--- src/rtl/dpc_capture.sv ---
module dpc_capture #(
  parameter int DATA_W = 22,
  parameter int SEL_W  = 2
) (
  input  logic              clk,
  input  logic              rst_n,
  input  logic [DATA_W-1:0] cmd_data,
  input  logic [SEL_W-1:0]  sel_n,
  input  logic              par_in,
  output logic [DATA_W-1:0] word_q,
  output logic              word_act_q,
  output logic              word_par_q
);
  logic              act_now;
  logic [DATA_W-1:0] stg0_data_q;
  logic              stg0_act_q;
  logic              stg0_en;
  logic              stg1_en;

  assign act_now = ~(&sel_n);
  assign stg0_en = act_now;
  assign stg1_en = stg0_act_q;

  // stage 0: word and qualifier at edge n; data loads only for selected words
  always_ff @(posedge clk or negedge rst_n) begin
    if (!rst_n) begin
      stg0_data_q <= '0;
      stg0_act_q  <= 1'b0;
    end else begin
      stg0_act_q <= act_now;
      if (stg0_en) stg0_data_q <= cmd_data;
    end
  end

  // stage 1: word realigned with its lagging parity bit at edge n+1
  always_ff @(posedge clk or negedge rst_n) begin
    if (!rst_n) begin
      word_q     <= '0;
      word_par_q <= 1'b0;
      word_act_q <= 1'b0;
    end else begin
      word_act_q <= stg0_act_q;
      if (stg1_en) begin
        word_q     <= stg0_data_q;
        word_par_q <= par_in;
      end
    end
  end
endmodule

--- config.mk ---
export PLATFORM = sky130hd
export DESIGN_NAME = dpc_capture
export DESIGN_NICKNAME = d
export VERILOG_FILES = /design/src/rtl/dpc_capture.sv
export SDC_FILE = /design/constraint.sdc
export NUM_CORES = 1
export LEC_CHECK = 0
export BUFFER_PORTS_ARGS = -buffer_cell sky130_fd_sc_hd__buf_2
export CAP_MARGIN = 20
export CORE_ASPECT_RATIO = 0.9
export CORE_MARGIN = 5
export CORE_UTILIZATION = 46
export DETAILED_ROUTE_END_ITERATION = 10
export PLACE_DENSITY = 0.79
export SLEW_MARGIN = 10
export SYNTH_ARGS = -nofsm -noshare
export SYNTH_HDL_FRONTEND = slang
export SYNTH_SLANG_ARGS = --single-unit
--- constraint.sdc ---
create_clock -name clk -period 1 [get_ports clk]
set_input_delay 0.1 -clock clk [delete_from_list [all_inputs] [get_ports clk]]
set_output_delay 0.1 -clock clk [all_outputs]
set_load 0.02 [all_outputs]
# Yosys cells after proc, flatten, opt, wreduce, memory -nomap -nowiden
# Cells that the tools add are included.
# totals
reg_bits	47
latch_bits	0
mem_bits_rw	0
word_cells	7
romBits	0
memories	0
input_bits	27
# op_classes
muxes	0
bitwise_logic	1
n_eq_ne	0
reduce_logical	1
n_mul	0
n_div	0
magnitude_cmp	0
shift	0
n_addsub	0
# ops
operator	count
AND reduction 2 bit	1
inverter 1 bit	1

# Logic depth before layout (Yosys ltp)
# logic_depth
depth_word	2
mapped_depth	3
depth_no_buf	2

# Worst setup path before layout
# Ideal clock, no wire load.
# synth_timing
kind	register -> register
start	register stg0_act_q
end	register word_q[0]
setup_time_ns	0.125
synth_period_minus_slack_ns	1.040
path_stages_with_launch	3
path_buffers	1
arrival_time_ns	0.915
setup_slack_ns	-0.040
path_cell_list	dfrtp_1 > buf_4 > mux2_2
# synth_rtl
item	line	source
start: declaration	16	logic stg0_act_q;
start signal: assignment	30	stg0_act_q <= act_now;
end signal: assignment	44	word_q <= stg0_data_q;
end: declaration	10	output logic [DATA_W-1:0] word_q,
# No word-level cell between the ends.

# Worst setup path after layout
# layout_timing
start	register stg0_act_q
end	register word_par_q
# layout_rtl
item	line	source
end signal: assignment	45	word_par_q <= par_in;
end: declaration	12	output logic word_par_q
# No word-level cell between the ends.

==> out/results.txt <==
worst hold path endpoint -> stg0_data_q[12]
starting utilization of the core area -> 48.1%
status -> finished, violations left
Critical Path RT -> 1.18 ns
Cell Rows -> 21
post-placement cell area -> 0.00218 mm2
number of synthesized register bits -> 47
R2R Path Start -> stg0_act_q
area of the die -> 0.00532 mm2
antenna diode count -> 0
final weighted congestion in routability-driven placement -> 0.705
number of nets at the end of the flow -> 185
CTS Buffer Depth -> 2
maximum level of the CTS H-tree -> 2
Reg clk slew, reported paths -> 0.08 ns
area fraction of the dominant cell type after synthesis -> 64.6%
aggregate global-route resource usage -> 13.8%
post-route clock period utilization -> 106%
largest net degree at the start of global routing -> 48
kind of end point of the critical path -> flip-flop
width of the chip -> 76.3 um
total nets after synthesis -> 124
Mapped Area -> 0.00182 mm2
sequential share of the synthesized area -> 64.6%
final hold violation count -> 0
IR drop worst, VDD -> 1.06 mV
areal power density over the cells -> 1730 mW/mm2
Min-Delay Path Class -> input port to flip-flop
Worst-Margin Slew -> 0.241 ns
syn avg cell area -> 18.8 um2
Vias/cell -> 4.94
Detail Placement HPWL -> 2.47 mm
cts bufs inserted -> 5
launch instance of the worst min-delay path -> cmd_data[12]
detail-routed net length per standard cell -> 17.4 um
Clk Tree Root Cell -> sky130_fd_sc_hd__clkbuf_8
critical path fanouts, max -> 8
antenna violations before repair -> 0
MaxCap Viol Count -> 0
most frequent cells in the layout -> sky130_fd_sc_hd__buf_2 (49), sky130_fd_sc_hd__dfrtp_1 (46), sky130_fd_sc_hd__mux2_4 (30)
Remaining DRCs -> 0
via count of the first global-routing pass -> 1148
leak pwr -> 1.20 nW
final design instance area without fill -> 0.00235 mm2
max-slew violation count -> 0
headroom to the max-slew limit -> 83.9%
post-synthesis cell count -> 97
violation count after the first detailed-routing iteration -> 23
latest clock arrival within the worst-skew pair -> 0.29 ns
layout cell share with drive strength beyond 1 -> 70.3%
total vias in the final route -> 1007
Cells on Worst Hold Path -> 2
fin worst setup slack -> -0.0572 ns
Total Wirelength -> 3.55 mm
violations in the final reports -> negative setup slack
clock period minus worst slack -> 1.06 ns
highest attainable clock frequency -> 946 MHz
count of endpoints failing setup in the final report -> 23
CTS tree -> done
number of top-level pins -> 51
setup repair after global routing missed its margin -> true
flop2flop setup slack -> -0.06 ns
top area cells in the synthesized netlist -> sky130_fd_sc_hd__dfrtp_1 (65%), sky130_fd_sc_hd__mux2_2 (16%), sky130_fd_sc_hd__mux2_4 (16%)
worst flop-to-flop path endpoint -> word_par_q
layout overhead on the synthesized area -> 29.2%
count of distinct cell types in the synthesized netlist -> 6
commonest non-fill, non-tap cell in the layout -> sky130_fd_sc_hd__buf_2
critical setup path kind -> flip-flop to flip-flop
first-pass GRT wire length -> 5.71 mm
PortBufs -> 50
total congestion overflow after global routing -> 0
YS warnings -> 0
Antenna Violating Nets Remaining -> 0
cell type with the highest aggregate area in the netlist -> sky130_fd_sc_hd__dfrtp_1
DRT Pass-1 Iters -> 3
worst endpoint data arrival time -> 1.24 ns
clock net sink count -> 47
reg2reg path depth -> 2
type of element launching the critical path -> flip-flop
worst hold slack -> 0.0322 ns
Core ar. -> 0.00378 mm2
die outline height -> 69.7 um
Fin Clk Skew -> 0.00487 ns
through the flow:
step / setup TNS [ns] / total power [mW] / utilization [%] / cells / setup WS [ns]
after floorplan: -0.679 / 2.63 / - / 97 / -0.0340
after global placement: -0.0444 / 2.88 / 57.6 / 195 / -0.00601
after detailed placement: -0.320 / 2.92 / 57.6 / 195 / -0.0289
after CTS: -0.554 / 4.05 / 60.3 / 203 / -0.0398
after global routing: -1.33 / 4.24 / 62.2 / 204 / -0.0707
final: -0.885 / 4.06 / 62.2 / 204 / -0.0572
worst max-delay path by stage:
stage | from | cells past startpoint | end
2_1_floorplan | stg0_act_q | 2 | word_q[0]
3_3_place_gp | stg0_act_q | 2 | word_q[8]
6_report | stg0_act_q | 2 | word_par_q
5_1_grt | stg0_act_q | 2 | word_par_q
4_1_cts | stg0_act_q | 2 | word_q[2]
3_5_place_dp | stg0_act_q | 2 | word_q[3]
registers in the layout (all words and copies together) (netlist names):
register     flops
stg0_data_q     22
word_q          22
stg0_act_q       1
word_act_q       1
word_par_q       1
final cells by class:
class | instances | area [um2]
Tap cell | 46 | 57.6
Sequential cell | 47 | 1180
Timing Repair Buffer | 58 | 399
Clock buffer | 6 | 82.6
Fill cell | 286 | 1430
Clock inverter | 1 | 5.00
Multi-Input combinational cell | 46 | 631
cells in the mapped netlist:
cell / number
sky130_fd_sc_hd__dfrtp_1: 47
sky130_fd_sc_hd__nand2_4: 1
sky130_fd_sc_hd__mux2_4: 19
sky130_fd_sc_hd__mux2_2: 26
sky130_fd_sc_hd__buf_4: 2
sky130_fd_sc_hd__buf_12: 2
layer usage:
metal  share of wire (%)  global-route usage (%)
met5                   0                       0
met3                 5.9                    4.03
met1                  43                    16.3
met2                  50                    22.4
met4                 1.8                    7.57
repair_timing:
action / in CTS / in global routing
hold buffers: 1 / 0
buffers inserted: 0 / 0
gates resized for setup: 1 / 13
cloned: 0 / 1
setup endpoints to repair: 23 / 23
hold endpoints to repair: 47 / 0
logic make-up (layout without fill, tap and decap cells):
family | after synthesis | in the layout | synth area share, %
DFF | 47 | 47 | 64.6
muxes | 45 | 45 | 31.8
buffers and inverters | 4 | 65 | 3.02
and+or+nand+nor | 1 | 1 | 0.619
critical path, cell delays in order, from the launching register on:
cell and delay (ns):
sky130_fd_sc_hd__dfrtp_2 0.44, sky130_fd_sc_hd__clkbuf_16 0.18, sky130_fd_sc_hd__mux2_2 0.33
power breakdown:
| group | total (mW) | internal (mW) | switching [mW] | leakage, nW |
|---|---|---|---|---|
| combinational | 0.743 | 0.398 | 0.345 | 0.607 |
| sequential | 2.19 | 2.09 | 0.105 | 0.545 |
| clock | 1.12 | 0.543 | 0.581 | 0.0470 |
| total | 4.06 | 3.03 | 1.03 | 1.20 |
Power figures use the tool's default switching activity.
